**src/rtl/exc_entry_pkg.sv**
```systemverilog
package exc_entry_pkg;
  localparam int CAUSE_W = 6;

  typedef enum logic [1:0] {
    KIND_EXC    = 2'd0,
    KIND_INT    = 2'd1,
    KIND_REFILL = 2'd2,
    KIND_DEBUG  = 2'd3
  } entry_kind_e;

  localparam logic [CAUSE_W-1:0] CAUSE_INT = 6'h00;
  localparam logic [CAUSE_W-1:0] CAUSE_BCE = 6'h0A;
  localparam logic [CAUSE_W-1:0] CAUSE_SYS = 6'h0B;
  localparam logic [CAUSE_W-1:0] CAUSE_BRK = 6'h0C;
  localparam logic [CAUSE_W-1:0] CAUSE_INE = 6'h0D;
  localparam logic [CAUSE_W-1:0] CAUSE_IPE = 6'h0E;
  localparam logic [CAUSE_W-1:0] CAUSE_FPE = 6'h12;
  localparam logic [CAUSE_W-1:0] CAUSE_DBP = 6'h1A;
  localparam logic [CAUSE_W-1:0] DBG_BP_CODE = 6'h0C;
  localparam int unsigned DBG_VEC_OFFSET = 32'h480;

  // causes whose faulting PC is also recorded as the bad address
  function automatic logic records_badv(input logic [CAUSE_W-1:0] c);
    return (c == CAUSE_BCE) || (c == CAUSE_SYS) || (c == CAUSE_BRK) ||
           (c == CAUSE_INE) || (c == CAUSE_IPE) || (c == CAUSE_FPE);
  endfunction
endpackage

```
**src/rtl/irq_pick.sv**
```systemverilog
module irq_pick #(
  parameter int N_IRQ = 13,
  parameter int IDX_W = $clog2(N_IRQ)
) (
  input  logic             clk,
  input  logic             rst_n,
  input  logic [N_IRQ-1:0] irq_i,
  input  logic [N_IRQ-1:0] lie_i,
  output logic [N_IRQ-1:0] pend_o,
  output logic             any_pend_o,
  output logic             win_vld_o,
  output logic [IDX_W-1:0] win_idx_o
);
  logic [N_IRQ-1:0] masked;

  always_ff @(posedge clk or negedge rst_n) begin
    if (!rst_n) pend_o <= '0;
    else        pend_o <= irq_i;
  end

  assign any_pend_o = |pend_o;
  assign masked     = pend_o & lie_i;

  // later (higher) indices overwrite earlier ones
  always_comb begin
    win_vld_o = 1'b0;
    win_idx_o = '0;
    for (int k = 0; k < N_IRQ; k++) begin
      if (masked[k]) begin
        win_vld_o = 1'b1;
        win_idx_o = IDX_W'(k);
      end
    end
  end

  a_r1_pend_follows: assert property (@(posedge clk) disable iff (!rst_n)
    $past(rst_n) |-> pend_o == $past(irq_i));

  a_r3_highest_wins: assert property (@(posedge clk) disable iff (!rst_n)
    win_vld_o |-> (masked[win_idx_o] && ((masked >> win_idx_o) == N_IRQ'(1))));
endmodule

```
**src/rtl/vec_offset.sv**
```systemverilog
module vec_offset #(
  parameter int PC_W   = 32,
  parameter int CODE_W = 7,
  parameter int VS_W   = 3
) (
  input  logic [CODE_W-1:0] code_i,
  input  logic [VS_W-1:0]   vs_i,
  output logic [PC_W-1:0]   off_o
);
  logic [VS_W:0] sh;

  // stride = 4 << vs, so offset = code << (vs + 2)
  assign sh    = {1'b0, vs_i} + (VS_W+1)'(2);
  assign off_o = (vs_i == '0) ? '0 : (PC_W'(code_i) << sh);
endmodule

```
**src/rtl/exc_entry_ctrl.sv**
```systemverilog
module exc_entry_ctrl
  import exc_entry_pkg::*;
#(
  parameter int N_IRQ    = 13,
  parameter int PC_W     = 32,
  parameter int VS_W     = 3,
  parameter int IRQ_BASE = 64
) (
  input  logic               clk,
  input  logic               rst_n,
  input  logic [N_IRQ-1:0]   irq_i,
  input  logic [N_IRQ-1:0]   lie_i,
  input  logic [VS_W-1:0]    vs_i,
  input  logic [1:0]         cur_plv_i,
  input  logic               cur_ie_i,
  input  logic               cur_da_i,
  input  logic               cur_pg_i,
  input  logic               cur_dst_i,
  input  logic               exc_valid_i,
  input  logic [CAUSE_W-1:0] exc_cause_i,
  input  logic               tlb_refill_i,
  input  logic [PC_W-1:0]    pc_i,
  input  logic [PC_W-1:0]    eentry_i,
  input  logic [PC_W-1:0]    tlbr_entry_i,
  output logic               hard_irq_o,
  output logic [N_IRQ-1:0]   pend_o,
  output logic               taken_o,
  output logic [1:0]         entry_kind_o,
  output logic [PC_W-1:0]    new_pc_o,
  output logic [1:0]         plv_o,
  output logic               ie_o,
  output logic               da_o,
  output logic               pg_o,
  output logic [CAUSE_W-1:0] ecode_o,
  output logic [1:0]         pplv_o,
  output logic               pie_o,
  output logic [PC_W-1:0]    era_o,
  output logic [PC_W-1:0]    badv_o,
  output logic [1:0]         tlbr_pplv_o,
  output logic               tlbr_pie_o,
  output logic [PC_W-1:0]    tlbr_era_o,
  output logic [PC_W-1:0]    dera_o,
  output logic               dst_o,
  output logic               dcl_o,
  output logic               dei_o,
  output logic [CAUSE_W-1:0] dbg_ecode_o
);
  localparam int IDX_W  = $clog2(N_IRQ);
  localparam int RAW_W  = $clog2(IRQ_BASE + N_IRQ + 1);
  localparam int CODE_W = (RAW_W > CAUSE_W) ? RAW_W : CAUSE_W;

  logic             win_vld;
  logic [IDX_W-1:0] win_idx;
  logic [CODE_W-1:0] vec_code;
  logic [PC_W-1:0]  vec_off;
  logic [PC_W-1:0]  target_pc;
  logic cause_int, cause_dbp;
  logic dbg_path, bp_path, dei_path, irq_path, refill_path, exc_path, take;
  entry_kind_e kind;

  irq_pick #(.N_IRQ(N_IRQ), .IDX_W(IDX_W)) u_pick (
    .clk        (clk),
    .rst_n      (rst_n),
    .irq_i      (irq_i),
    .lie_i      (lie_i),
    .pend_o     (pend_o),
    .any_pend_o (hard_irq_o),
    .win_vld_o  (win_vld),
    .win_idx_o  (win_idx)
  );

  // path selection: synchronous exception first, then interrupts
  always_comb begin
    cause_int   = (exc_cause_i == CAUSE_INT);
    cause_dbp   = (exc_cause_i == CAUSE_DBP);
    bp_path     = exc_valid_i && cause_dbp;
    dei_path    = exc_valid_i && cause_int && cur_dst_i;
    dbg_path    = bp_path || dei_path;
    irq_path    = (exc_valid_i && cause_int && !cur_dst_i) ||
                  (!exc_valid_i && cur_ie_i && !cur_dst_i && win_vld);
    refill_path = exc_valid_i && tlb_refill_i && !cause_int && !cause_dbp;
    exc_path    = exc_valid_i && !tlb_refill_i && !cause_int && !cause_dbp;
    take        = exc_valid_i || irq_path;
    if (dbg_path)         kind = KIND_DEBUG;
    else if (refill_path) kind = KIND_REFILL;
    else if (irq_path)    kind = KIND_INT;
    else                  kind = KIND_EXC;
  end

  assign vec_code = irq_path ? (CODE_W'(IRQ_BASE) + CODE_W'(win_idx))
                             : CODE_W'(exc_cause_i);

  vec_offset #(.PC_W(PC_W), .CODE_W(CODE_W), .VS_W(VS_W)) u_off (
    .code_i (vec_code),
    .vs_i   (vs_i),
    .off_o  (vec_off)
  );

  always_comb begin
    if (dbg_path)         target_pc = eentry_i + PC_W'(DBG_VEC_OFFSET);
    else if (refill_path) target_pc = tlbr_entry_i;
    else                  target_pc = eentry_i + vec_off;
  end

  // mode and entry flags
  always_ff @(posedge clk or negedge rst_n) begin
    if (!rst_n) begin
      taken_o      <= 1'b0;
      entry_kind_o <= KIND_EXC;
      new_pc_o     <= '0;
      plv_o        <= '0;
      ie_o         <= 1'b0;
      da_o         <= 1'b1;
      pg_o         <= 1'b0;
      dst_o        <= 1'b0;
    end else begin
      taken_o      <= take;
      entry_kind_o <= kind;
      if (take) new_pc_o <= target_pc;
      plv_o <= take ? 2'd0 : cur_plv_i;
      ie_o  <= take ? 1'b0 : cur_ie_i;
      da_o  <= refill_path ? 1'b1 : cur_da_i;
      pg_o  <= refill_path ? 1'b0 : cur_pg_i;
      dst_o <= dbg_path ? 1'b1 : cur_dst_i;
    end
  end

  // ordinary / interrupt save set
  always_ff @(posedge clk or negedge rst_n) begin
    if (!rst_n) begin
      ecode_o <= '0;
      pplv_o  <= '0;
      pie_o   <= 1'b0;
      era_o   <= '0;
      badv_o  <= '0;
    end else begin
      if (exc_path || irq_path) begin
        ecode_o <= irq_path ? CAUSE_INT : exc_cause_i;
        pplv_o  <= cur_plv_i;
        pie_o   <= cur_ie_i;
        era_o   <= pc_i;
      end
      if (exc_path && records_badv(exc_cause_i)) badv_o <= pc_i;
    end
  end

  // refill and debug save sets
  always_ff @(posedge clk or negedge rst_n) begin
    if (!rst_n) begin
      tlbr_pplv_o <= '0;
      tlbr_pie_o  <= 1'b0;
      tlbr_era_o  <= '0;
      dera_o      <= '0;
      dcl_o       <= 1'b0;
      dei_o       <= 1'b0;
      dbg_ecode_o <= '0;
    end else begin
      if (refill_path) begin
        tlbr_pplv_o <= cur_plv_i;
        tlbr_pie_o  <= cur_ie_i;
        tlbr_era_o  <= pc_i >> 2;
      end
      if (dbg_path) dera_o <= pc_i;
      if (bp_path) begin
        dcl_o       <= 1'b1;
        dbg_ecode_o <= DBG_BP_CODE;
      end
      if (dei_path) dei_o <= 1'b1;
    end
  end

  a_r10_mode_cleared: assert property (@(posedge clk) disable iff (!rst_n)
    taken_o |-> (plv_o == 2'd0 && !ie_o));

  a_r7_refill_entry: assert property (@(posedge clk) disable iff (!rst_n)
    (taken_o && entry_kind_o == KIND_REFILL) |->
      (da_o && !pg_o && tlbr_era_o == ($past(pc_i) >> 2) &&
       new_pc_o == $past(tlbr_entry_i)));

  a_r8_debug_entry: assert property (@(posedge clk) disable iff (!rst_n)
    (taken_o && entry_kind_o == KIND_DEBUG) |-> (dst_o && dera_o == $past(pc_i)));

  a_r11_exc_first: assert property (@(posedge clk) disable iff (!rst_n)
    ($past(exc_valid_i) && $past(exc_cause_i) != CAUSE_INT) |->
      !(taken_o && entry_kind_o == KIND_INT));

  a_r2_irq_gate: assert property (@(posedge clk) disable iff (!rst_n)
    (taken_o && entry_kind_o == KIND_INT && !$past(exc_valid_i)) |->
      ($past(cur_ie_i) && !$past(cur_dst_i)));
endmodule

```
**config.mk**
```make
export PLATFORM = sky130hd
export DESIGN_NAME = exc_entry_ctrl
export DESIGN_NICKNAME = d
export VERILOG_FILES = /design/src/rtl/exc_entry_pkg.sv /design/src/rtl/irq_pick.sv /design/src/rtl/vec_offset.sv /design/src/rtl/exc_entry_ctrl.sv
export SDC_FILE = /design/constraint.sdc
export NUM_CORES = 1
export LEC_CHECK = 0
export BUFFER_PORTS_ARGS = -buffer_cell sky130_fd_sc_hd__buf_2
export CAP_MARGIN = 15
export CORE_ASPECT_RATIO = 0.5
export CORE_UTILIZATION = 55
export DETAILED_ROUTE_END_ITERATION = 12
export GPL_TIMING_DRIVEN = 0
export PLACE_DENSITY = 0.86
export SKIP_CTS_REPAIR_TIMING = 1
export SYNTH_ARGS = -nofsm -noshare
export SYNTH_HDL_FRONTEND = slang
export SYNTH_SLANG_ARGS = --single-unit
```
**constraint.sdc**
```tcl
create_clock -name clk -period 6.5 [get_ports clk]
set_input_delay 0.65 -clock clk [delete_from_list [all_inputs] [get_ports clk]]
set_output_delay 0.65 -clock clk [all_outputs]
set_load 0.02 [all_outputs]
```
Word level (Yosys, flattened, before mapping)
Cells that the tools add are included.
W data, S select, Z words.

storage, ports and cells
  flip-flop bits (word level) = 195
  logic and storage cells = 103

cells by class
  add/subtract/negate cells = 4
  equality and inequality tests = 7
  shifts and indexed selects = 1
  muxes and demuxes = 38
  bitwise logic cells = 1
  reductions and logical operators = 31

operator list
  cell                      number
  $mux W32                  3
  $add A32 B11 Y32 const B  1
  $add A32 B32 Y32          1
  $shl A7 B4 Y32            1
  $eq A6 B4 Y1 const B      5
  $mux W4                   5
  $mux W1                   19
  $logic_and A1 B1 Y1       14
  $and A13 B13 Y13          1
  $reduce_or A13 Y1         1
  $eq A6 B5 Y1 const B      2
  $mux W3                   4
  $mux W2                   5
  $logic_or A1 B1 Y1        9
  $add A7 B4 Y7 const A     1
  $mux W7                   1
  $logic_not A6 Y1          1
  $mux W6                   1
  $logic_not A1 Y1          5
  $add A3 B2 Y4 const B     1
  $logic_not A3 Y1          1

Longest topological paths before layout
Gate-level depths: netlist of run 1.

  depth after elaboration = 22
  depth in mapped cells = 19
  mapped depth without buffers = 17

Cells and area by module
A second synthesis of run 1 with hierarchy kept.

unflattened totals
  cells, all modules = 1205
  area, all modules = 10760.3 µm²

by module, submodules not included
  module          times used  cells an instance  area an instance (µm²)  seq. area each (µm²)
  exc_entry_ctrl  1           1066               9534.1                  4530.6
  vec_offset      1           93                 703.2                   0.0
  irq_pick        1           46                 523.0                   325.3

Least setup slack after synthesis of run 1
No wires, ideal clock.

  path kind = input port to flip-flop
  from = input exc_cause_i[2]
  to = register new_pc_o[28]
  library setup time = 0.123 ns
  data arrival time = 4.204 ns
  slack = 2.173 ns
  cell stages on the path = 17
  buffers on the path = 1
  cell sequence = buf_2 -> nor4b_4 -> nand2_2 -> a211o_1 -> o221ai_1 -> o21ai_0 -> a311oi_1 -> nor3_1 -> ha_1 -> nand3_2 -> nor3b_2 -> a21oi_1 -> o21ai_1 -> o21ai_1 -> o31a_2 -> nand2b_1 -> o221a_2

on the way
  cells in the longest elaborated chain, start to end = 10
  elaborated cells between the ends (all ways) = 19
  classes of those cells = add/sub: 1; eq/ne: 1; shift: 1; mux: 4; reduce/logical: 12

RTL lines
  item                  RTL line                                    RTL
  from (decl)           exc_entry_ctrl.sv:20                        input logic [CAUSE_W-1:0] exc_cause_i,
  $logic_not A6 Y1      exc_entry_ctrl.sv:74                        cause_int = (exc_cause_i == CAUSE_INT);
  $logic_and A1 B1 Y1   exc_entry_ctrl.sv:77, exc_entry_ctrl.sv:79
  $logic_and A1 B1 Y1   exc_entry_ctrl.sv:79                        irq_path = (exc_valid_i && cause_int && !cur_dst_i) ||
  $logic_or A1 B1 Y1    exc_entry_ctrl.sv:79
  $mux W7               exc_entry_ctrl.sv:90                        assign vec_code = irq_path ? (CODE_W'(IRQ_BASE) + CODE_W'(win_idx))
  $shl A7 B4 Y32        vec_offset.sv:14                            assign off_o = (vs_i == '0) ? '0 : (PC_W'(code_i) << sh);
  $mux W32              vec_offset.sv:14
  $add A32 B32 Y32      exc_entry_ctrl.sv:102                       else target_pc = eentry_i + vec_off;
  $mux W32              exc_entry_ctrl.sv:101                       else if (refill_path) target_pc = tlbr_entry_i;
  $mux W32              exc_entry_ctrl.sv:100                       if (dbg_path) target_pc = eentry_i + PC_W'(DBG_VEC_OFFSET);
  to (signal assigned)  exc_entry_ctrl.sv:119                       if (take) new_pc_o <= target_pc;
  to (decl)             exc_entry_ctrl.sv:29                        output logic [PC_W-1:0] new_pc_o,

Several ways; a longest one is shown, not always the timed one.
A chain may end at the register's enable or synchronous reset.

Worst setup path after layout of run 1
  from = register u_pick.pend_o[6]
  to = register new_pc_o[28]

on the way
  cells in the longest elaborated chain, start to end = 16
  elaborated cells between the ends (all ways) = 25
  classes of those cells = add/sub: 2; shift: 1; mux: 18; bitwise: 1; reduce/logical: 3

RTL lines
  item                                                                       RTL line        RTL
  from (decl)                                                                irq_pick.sv:9   output logic [N_IRQ-1:0] pend_o,
  from (signal assigned)                                                     irq_pick.sv:18  else pend_o <= irq_i;
  $and A13 B13 Y13 (*)                                                       irq_pick.sv:22  assign masked = pend_o & lie_i;
  parallel branches: the longest is 15 deep, another holds $add A32 B32 Y32  -

Mark *: on every way between the ends.

==> summary.txt, run 1 <==
===========================================================================
Total die area ...............................................  19200 sq um
Area fraction of the dominant cell type after synthesis ......        0.472
Tmin final ...................................................      5360 ps
Critical path origin ......................................... u_pick.pend_o[6]
Post-synthesis to final-layout area growth ...................        25.2%
I/O pin count ................................................          344
Standard-cell rows ...........................................           34
Reg2Reg Setup Slack ..........................................      1140 ps
Period Utilization, post-route ...............................        0.825
Unrepaired setup endpoints after global routing ..............        false
Setup CP Type ................................................   reg -> reg
Static leakage ...............................................      6.58 nW
Clock latency on the worst-skew pair .........................       430 ps
Maximum number of pins on one net before global-route repair .          119
Cell area after layout .......................................  12800 sq um
Distinct cell type count of the synthesized netlist ..........           88
Most common flop cell mapped by yosys ........................      dfrtp_1
Clock Skew ...................................................      9.51 ps
Post-placement worst setup slack .............................      1140 ps
Data required, critical path .................................      6820 ps
Post-detailed-routing wire length ............................ 34400 microns
Ranking of synthesized cells by instance count ............... nand2_1 (382), dfrtp_1 (193), nor2_1 (72), a21oi_1 (57), o21ai_0 (44)
Number of warnings issued by yosys ...........................            0
CTS tree .....................................................         done
Routed WL per cell ........................................... 19.5 microns
Port Buf Inserts .............................................          331
Initial antenna violation count ..............................            1
Post-detailed-placement half-perimeter wirelength ............ 26400 microns
Critical register-to-register path endpoint .................. new_pc_o[28]
Clock net sink count .........................................          194
Initial cell density of the core .............................        0.575
Outcome ...................................................... finished, final reports clean
Final #Nets ..................................................         1681
Width of the die .............................................  195 microns
Cell taking the most area after synthesis ....................      dfrtp_1
Placement Cell Area ..........................................  12200 sq um
TNS Setup ....................................................         0 ps
Transition time at the pin with the least slew margin ........       880 ps
Seq/Total Area, Yosys ........................................        0.475
Maximum net fanout on the critical path ......................            7
Cells after Synth ............................................         1159
Leading cell type by number of instances after synthesis .....      nand2_1
Total of flip-flops plus latches after synthesis .............          194
Final hold viol count ........................................            0
Worst hold path type .........................................  in -> async
Drt drc ......................................................            0
Post-route worst setup slack .................................      1140 ps
Peak supply drop .............................................       191 uV
Worst R2R Path Depth .........................................           17
Overflow left after global routing ...........................            0
Average via count per standard cell ..........................         5.86
Longest Clk Path Bufs ........................................            2
Detailed Route Iter0 Violations ..............................          895
Slew Viols, Final ............................................            0
Synth async-reset ratio ......................................         1.00
Number of setup violations in the final report ...............            0
Height of the die ............................................ 98.4 microns
Share of layout cells above drive strength 1 .................        0.291
H-Tree Level Count ...........................................            4
Nature of the critical path startpoint .......................    flip-flop
Leading post-synthesis cells by cell area .................... dfrtp_1 (47%), nand2_1 (14%), mux2_2 (3.5%)
Beginning of the worst register-to-register path ............. u_pick.pend_o[6]
CTS clock-pin slew for the worst setup and hold paths ........        80 ps
TritonCTS Buffers ............................................           17
Antenna Nets Post-Route ......................................            0
Core area ....................................................  17800 sq um
Placer Congestion ............................................         1.02
Remaining max-slew budget at the tightest pin ................        0.413
Via count of the first global-routing pass ...................         9902
Fillers ......................................................         1396
Synth Area per Inst ..........................................   8.82 sq um
Critical path capture point .................................. new_pc_o[28]
Syn Std Cell Area ............................................  10200 sq um
Element type at the critical path end ........................    flip-flop
Vias .........................................................        10300
Number of synthesized flops with an enable pin ...............            0
Root buffer cell .............................................    clkbuf_16
Max frequency ................................................      187 MHz
Wire length of the first global-routing pass ................. 53800 microns
GR Util All Layers ...........................................        0.364
DR pass1 iterations ..........................................            5
Power per cell area ..........................................  283 nW/um^2
Signal arrival time at the worst endpoint ....................      5680 ps
Max Cap Violations ...........................................            0
===========================================================================
[registers in the layout (all words and copies together), names as in the netlist, 2 cells and up]
signal,cells
era_o,32
new_pc_o,32
tlbr_era_o,30
pplv_o,2
ecode_o,6
plv_o,2
dera_o,32
tlbr_pplv_o,2
badv_o,32
u_pick.pend_o,13
entry_kind_o,2
[cell usage in the layout (no fill, tap or decap), types with 4 or more instances in the layout]
cell type  count
nand2b_1       7
or3_1          7
o221ai_1       8
mux2_2        32
nor3_1        12
and2_1         6
conb_1         6
dfrtp_1      193
o21ai_1        9
nand3b_1       4
clkbuf_16     17
buf_2        345
a31oi_1        6
and3_1        10
inv_8          4
ha_1          24
a211oi_1      13
nor2_1        72
o22ai_1       18
nand2_1      382
o21bai_1       5
nand3_1       13
nand4_1       10
inv_1          8
buf_1         14
mux2i_1       10
buf_4          8
a22oi_1        8
a21o_1        10
a21oi_1       57
xor2_1         9
xnor2_1       23
o211ai_1      15
o21ai_0       44
clkbuf_1      33
[through the flow]
step / std cells / utilization / power (W) / hold WS, ps
final: 1763 / 0.720 / 0.00362 / 152
after global routing: 1761 / 0.719 / 0.00378 / 192
after CTS: 1761 / 0.719 / 0.00362 / 182
after detailed placement: 1730 / 0.688 / 0.00260 / 456
after global placement: 1729 / 0.686 / 0.00256 / 453
after floorplan: 1164 / - / 0.00216 / 354
[logic make-up (layout without fill, tap and decap cells)]
family,after synthesis,count (layout),share of synthesized area
DFF,194,194,0.475
buffers and inverters,80,443,0.0343
and+or+nand+nor,547,547,0.229
muxes,43,43,0.0472
xor gates and xnor gates,32,32,0.0274
adders and majority gates,25,25,0.0313
AOI/OAI and AO/OA,237,237,0.156
other,1,8,0.000367
[critical path: stages (launching register included)]
cell and delay [ps]:
dfrtp_1 420, a22oi_1 290, and4_1 310, a21o_1 230, a211o_1 260, o2bb2ai_4 140
o21a_1 180, o21ai_0 510, o22ai_1 320, ha_1 450, o21ai_0 180, o21ai_0 250
a21oi_1 190, o21ai_1 280, o21ai_1 210, o31a_2 450, nand2b_1 240, o221a_2 330
[area by class of cell]
type / count / area (sq um) / share of cell area
Buffer: 70 / 313 / 0.0244
Clock buffer: 19 / 443 / 0.0346
Antenna cell: 2 / 5.00 / 0.000391
Clock inverter: 12 / 119 / 0.00929
Inverter: 10 / 37.5 / 0.00293
Multi-Input combinational cell: 890 / 5030 / 0.394
Tap cell: 234 / 293 / 0.0229
Timing Repair Buffer: 332 / 1690 / 0.132
Sequential cell: 194 / 4860 / 0.380
[layer usage]
layer | vias up | global-route usage | share of wire
met1 | 4985 | 0.492 | 0.43
li1 | 4708 | - | -
met4 | 0 | 0.120 | 0.026
met2 | 561 | 0.568 | 0.44
met3 | 83 | 0.105 | 0.099
met5 | - | 0 | 0
[report_power, final]
part | total, W | switching (W) | internal [W]
registers | 0.00151 | 0.000109 | 0.00140
clock network | 0.00102 | 0.000506 | 0.000516
logic | 0.00109 | 0.000710 | 0.000378
total | 0.00362 | 0.00132 | 0.00229
[worst min-delay path by stage]
| stage | end | start | slack (ps) |
|---|---|---|---|
| finish | u_pick.pend_o[9] | rst_n | 150 |
| detailed placement | tlbr_era_o[28] | tlbr_era_o[28] | 460 |
| CTS | u_pick.pend_o[9] | rst_n | 180 |
| floorplan | badv_o[0] | rst_n | 350 |
| global route | u_pick.pend_o[12] | rst_n | 190 |
| global placement | era_o[4] | era_o[4] | 450 |
Power figures use the tool's default switching activity.
==> run 2: changes to the inputs <==
CORE_UTILIZATION = 46   (was 55)
PLACE_DENSITY = 0.77   (was 0.86)
clock period = 4.9 ns   (was 6.5 ns; I/O delays follow)
==> summary.txt, run 2 (synthesis gave the netlist of run 1 again) <==
==============================================================================
Number of standard cells in the layout, taps in and fillers out .         1833   +4.0%
Width of the die ................................................  213 microns   +9.3%
Height of the die ...............................................  107 microns   +9.2%
Post-route worst setup slack ....................................       172 ps   -968 ps
Final #Nets .....................................................         1683   +0.12%
Final hold slack ................................................     -13.1 ps   -165 ps
Period Utilization, post-route ..................................        0.965   +0.140
Final hold viol count ...........................................           16   +16
Setup CP Type ...................................................   reg -> reg
Transition time at the pin with the least slew margin ...........       914 ps   +33.1 ps
Post-placement worst setup slack ................................      -266 ps   -1410 ps
Outcome ......................................................... complete, but fails checks
Post-detailed-placement half-perimeter wirelength ............... 26800 microns   +1.3%
Drt drc .........................................................            2   +2
Core area .......................................................  21700 sq um   +22%
Static leakage ..................................................      6.60 nW   +0.40%
Placer Congestion ...............................................        0.975   -4.1%
Post-layout util ................................................        0.597   -0.123
Longest Clk Path Bufs ...........................................            2   unchanged
Average via count per standard cell .............................         5.60   -4.5%
Port Buf Inserts ................................................          331   unchanged
Nature of the critical path startpoint ..........................    flip-flop
Highest-count cells in the layout ignoring fill and taps ........ nand2_1 (382), buf_2 (345), dfrtp_1 (193)
Maximum number of pins on one net before global-route repair ....          129   +8.4%
Antenna Nets Post-Route .........................................            0   unchanged
Leading cell type in the layout, fill and taps excluded .........      nand2_1
Wire length of the first global-routing pass .................... 53700 microns   about the same
Max frequency ...................................................      212 MHz   +13%
Detailed Route Iter0 Violations .................................         1047   +17%
Placed Cells ....................................................         1796   +3.8%
Violations in the final reports ................................. design-rule violations, negative hold slack
Power per cell area .............................................  371 nW/um^2   +31%
Max Cap Violations ..............................................            0   unchanged
GR Util All Layers ..............................................        0.306   -0.0579
CTS clock-pin slew for the worst setup and hold paths ...........        80 ps   about the same
Via count of the first global-routing pass ......................         9956   +0.55%
Worst R2R Path Depth ............................................           18   +1
Beginning of the worst register-to-register path ................ u_pick.pend_o[10]
Number of setup violations in the final report ..................            0   unchanged
H-Tree Level Count ..............................................            4   unchanged
Post-detailed-routing wire length ............................... 35200 microns   +2.2%
Clock latency on the worst-skew pair ............................       450 ps   +20 ps
Root buffer cell ................................................    clkbuf_16
Total die area ..................................................  22900 sq um   +19%
Critical register-to-register path endpoint ..................... new_pc_o[28]
Signal arrival time at the worst endpoint .......................      5070 ps   -610 ps
Overflow left after global routing ..............................            0   unchanged
Tmin final ......................................................      4730 ps   -632 ps
Element type at the critical path end ...........................    flip-flop
Initial cell density of the core ................................        0.470   -0.104
Reg2Reg Setup Slack .............................................       170 ps   -970 ps
TritonCTS Buffers ...............................................           17   unchanged
Standard-cell rows ..............................................           38   +12%
Routed WL per cell .............................................. 19.2 microns   -1.7%
Fillers .........................................................         1993   +43%
Worst hold path type ............................................  in -> async
Clock net sink count ............................................          194   unchanged
Slew Viols, Final ...............................................            0   unchanged
Maximum net fanout on the critical path .........................           10   +3
Vias ............................................................        10300   -0.70%
Power after layout ..............................................    0.00481 W   +33%
Post-synthesis to final-layout area growth ......................        26.8%
CTS tree ........................................................         done
I/O pin count ...................................................          344   unchanged
Remaining max-slew budget at the tightest pin ...................        0.391   -0.0221
Clock Skew ......................................................      9.31 ps   -0.204 ps
Peak supply drop ................................................       281 uV   +47%
Initial antenna violation count .................................            2   +1
DR pass1 iterations .............................................            9   +4
Data required, critical path ....................................      5240 ps   -1580 ps
Share of layout cells above drive strength 1 ....................        0.301   +0.00989
==============================================================================
[run 2: metal layers]
layer  share of wire  track usage  vias up
met5               0            0        -
li1                -            -     4715
met4           0.034        0.139        0
met2            0.45        0.470      499
met3           0.079       0.0633       90
met1            0.44        0.418     4961
[run 2: critical path, stage by stage (launching register included)]
cell and delay, ps:
dfrtp_1 420, a22o_1 310, nor3_4 230, a21o_1 220, a21oi_2 100, buf_2 190, o221ai_1 200, o21ai_1 180
a311oi_2 350, nor3_1 130, ha_1 420, nand3_2 170, nor3b_2 220, a21oi_2 140, o21ai_2 190, o21ai_2 140
o31a_2 420, nand2b_1 230, o221a_2 320
[run 2: how the worst max path moves through the flow]
stage	startpoint	end	slack (ps)	cells after the start
6_report	u_pick.pend_o[10]	new_pc_o[28]	170	18
5_1_grt	u_pick.pend_o[10]	new_pc_o[28]	-2	18
3_3_place_gp	lie_i[4]	new_pc_o[28]	-160	19
4_1_cts	u_pick.pend_o[4]	new_pc_o[28]	-140	18
3_5_place_dp	lie_i[4]	new_pc_o[28]	-270	19
2_1_floorplan	exc_cause_i[2]	new_pc_o[28]	730	17
[run 2: metrics by stage]
step           TNS [ps]  cell area [sq um]
3_5_place_dp      -1920              12300
4_1_cts            -611              12900
5_1_grt           -1.73              13000
6_report              0              13000
3_3_place_gp       -961              12300
2_1_floorplan         0              10200
[run 2: report_power, final]
| part | switching, W | leakage (nW) | internal [W] | total (W) |
|---|---|---|---|---|
| combinational | 0.000942 | 3.93 | 0.000508 | 0.00145 |
| sequential | 0.000140 | 2.39 | 0.00186 | 0.00200 |
| clock | 0.000683 | 0.274 | 0.000680 | 0.00136 |
[run 2: area by class of cell]
| class | instances | area, sq um | area share |
|---|---|---|---|
| multi-input cells | 890 | 5100 | 0.393 |
| flip-flops and latches | 194 | 4860 | 0.375 |
| repair buffers | 334 | 1710 | 0.132 |
| clock buffers | 18 | 439 | 0.0339 |
| well taps | 300 | 375 | 0.0290 |
| plain buffers | 70 | 313 | 0.0241 |
| clock inverters | 14 | 125 | 0.00965 |
| inverters | 10 | 37.5 | 0.00290 |
| diodes | 3 | 7.51 | 0.000579 |
==> run 3: changes to the inputs <==
CORE_UTILIZATION = 51   (was 46)
PLACE_DENSITY = 0.81   (was 0.77)
clock period = 4.8 ns   (was 4.9 ns; I/O delays follow)
==> summary.txt, run 3 (synthesis gave the netlist of run 1 again) <==
===========================================================================
Outcome ...................................................... finished, final reports clean
Number of setup violations in the final report ...............            0   unchanged
Most frequent CP cell ........................................      o21ai_2
Final #Nets ..................................................         1689   +0.36%
Setup CP Type ................................................   reg -> reg
Port Buf Inserts .............................................          331   unchanged
Met2 track demand over resource in global routing ............        0.512   +0.0428
Remaining max-slew budget at the tightest pin ................        0.402   +0.0114
CP Buf/Inv Count .............................................            1   unchanged
Post-detailed-routing wire length ............................ 35200 microns   about the same
Maximum number of pins on one net before global-route repair .          114   -12%
Highest-count cells in the layout ignoring fill and taps ..... nand2_1 (382), buf_2 (345), dfrtp_1 (193)
H-Tree Level Count ...........................................            4   unchanged
Total die area ...............................................  20600 sq um   -9.7%
Root buffer cell .............................................    clkbuf_16
Power per cell area ..........................................  378 nW/um^2   +1.8%
Maximum net fanout on the critical path ......................           10   unchanged
Post-layout util .............................................        0.665   +0.0687
Core area ....................................................  19500 sq um   -10%
Transition time at the pin with the least slew margin ........       897 ps   -17.0 ps
Family with the most delay on the worst path ................. compound AO/OA/AOI/OAI gates
Leading cell type in the layout, fill and taps excluded ......      nand2_1
Layer with the highest usage after global routing ............         met2
Clock Skew ...................................................      5.54 ps   -3.76 ps
Drt drc ......................................................            0   -2
Detailed Route Iter0 Violations ..............................          865   -17%
Met1 track demand over resource ..............................        0.471   +0.0532
Max Cap Violations ...........................................            0   unchanged
Clock latency on the worst-skew pair .........................       440 ps   about the same
DR pass1 iterations ..........................................            5   -4
TritonCTS Buffers ............................................           17   unchanged
Share of layout cells above drive strength 1 .................        0.309   +0.00814
Nature of the critical path startpoint .......................    flip-flop
Vias .........................................................        10300   +0.52%
Clock net sink count .........................................          194   unchanged
CP cell instances ............................................ a22oi_2, and4_4, a21o_1, a21oi_2, buf_2, o221ai_2, o21ai_2, a311oi_2, nor3_2, ha_1, nand3_2, nor3b_2, a21oi_2, o21ai_2, o21ai_2, o31a_4, nand2b_2, o221a_2
Power after layout ...........................................    0.00491 W   +2.2%
I/O pin count ................................................          344   unchanged
Initial cell density of the core .............................        0.523   +0.0525
Critical path origin ......................................... u_pick.pend_o[6]
Static leakage ...............................................      6.65 nW   +0.77%
Post-route worst setup slack .................................      72.6 ps   -99.7 ps
Peak per-stage delay on the critical path ....................       420 ps   about the same
Tmin final ...................................................      4730 ps   -0.314 ps
GR Util All Layers ...........................................        0.333   +0.0264
Overflow left after global routing ...........................            0   unchanged
Placer Congestion ............................................        0.942   -3.4%
Critical path capture point .................................. new_pc_o[28]
GR Util met3 .................................................       0.0714   +0.00813
Standard-cell rows ...........................................           36   -5.3%
Slew Viols, Final ............................................            0   unchanged
Critical register-to-register path endpoint .................. new_pc_o[28]
Width of the die .............................................  202 microns   -5.0%
Routed WL per cell ........................................... 19.5 microns   +1.7%
Final hold viol count ........................................            0   -16
Post-placement worst setup slack .............................      -526 ps   -260 ps
Worst R2R Path Depth .........................................           18   unchanged
Crit path depth ..............................................           18   unchanged
TNS Setup ....................................................         0 ps   unchanged
Element type at the critical path end ........................    flip-flop
Peak supply drop .............................................       303 uV   +7.9%
Beginning of the worst register-to-register path ............. u_pick.pend_o[6]
Max frequency ................................................      212 MHz   about the same
Critical-path cell with the highest stage delay ..............      dfrtp_1
Initial antenna violation count ..............................            0   -2
Period Utilization, post-route ...............................        0.985   +0.0200
Post-synthesis to final-layout area growth ...................        27.2%
Average via count per standard cell ..........................         5.73   +2.2%
Worst hold path type .........................................  in -> async
Cell area after layout .......................................  13000 sq um   +0.33%
Wire length of the first global-routing pass ................. 52800 microns   -1.7%
Post-detailed-placement half-perimeter wirelength ............ 26700 microns   -0.33%
Data required, critical path .................................      5130 ps   -110 ps
Reg2Reg Setup Slack ..........................................        70 ps   -100 ps
CTS tree .....................................................         done
Via count of the first global-routing pass ...................         9659   -3.0%
Antenna Nets Post-Route ......................................            0   unchanged
Placement Cell Area ..........................................  12300 sq um   -0.35%
Signal arrival time at the worst endpoint ....................      5060 ps   about the same
CTS clock-pin slew for the worst setup and hold paths ........        70 ps   about the same
Height of the die ............................................  102 microns   -4.9%
Longest Clk Path Bufs ........................................            2   unchanged
===========================================================================
==> run 3: worst min path at each step <==
stage | start | end | slack (ps) | cells after the start
floorplan | rst_n | badv_o[0] | 180 | 0
global placement | era_o[22] | era_o[22] | 450 | 2
detailed placement | dera_o[18] | dera_o[18] | 460 | 2
CTS | irq_i[0] | u_pick.pend_o[0] | 130 | 1
global route | irq_i[0] | u_pick.pend_o[0] | 120 | 1
finish | rst_n | badv_o[8] | 110 | 1
==> run 3: final cells by class <==
| type | instances | area (sq um) |
|---|---|---|
| buffer | 70 | 313 |
| timing repair buffer | 340 | 1750 |
| clock buffer | 22 | 474 |
| inverter | 10 | 37.5 |
| sequential | 194 | 4860 |
| antenna | 1 | 2.50 |
| multi-input combinational | 890 | 5160 |
| tap | 266 | 333 |
| fill | 1666 | 6550 |
| clock inverter | 9 | 70.1 |
==> run 3: layer usage <==
layer  wire length, microns  share of wire
met1                  15300           0.43
met2                  15900           0.45
met3                   3130          0.089
met4                    924          0.026
met5                      0              0
==> run 3: power breakdown <==
group / switching [W] / internal (W) / leakage (nW)
clock network: 0.000659 / 0.000710 / 0.268
logic: 0.000976 / 0.000529 / 3.99
registers: 0.000145 / 0.00190 / 2.39
total: 0.00178 / 0.00313 / 6.65
==> run 3: metrics by stage <==
stage	instances	hold WS, ps
6_report	1802	113
5_1_grt	1801	125
4_1_cts	1793	126
3_5_place_dp	1762	458
3_3_place_gp	1761	454
2_1_floorplan	1164	184
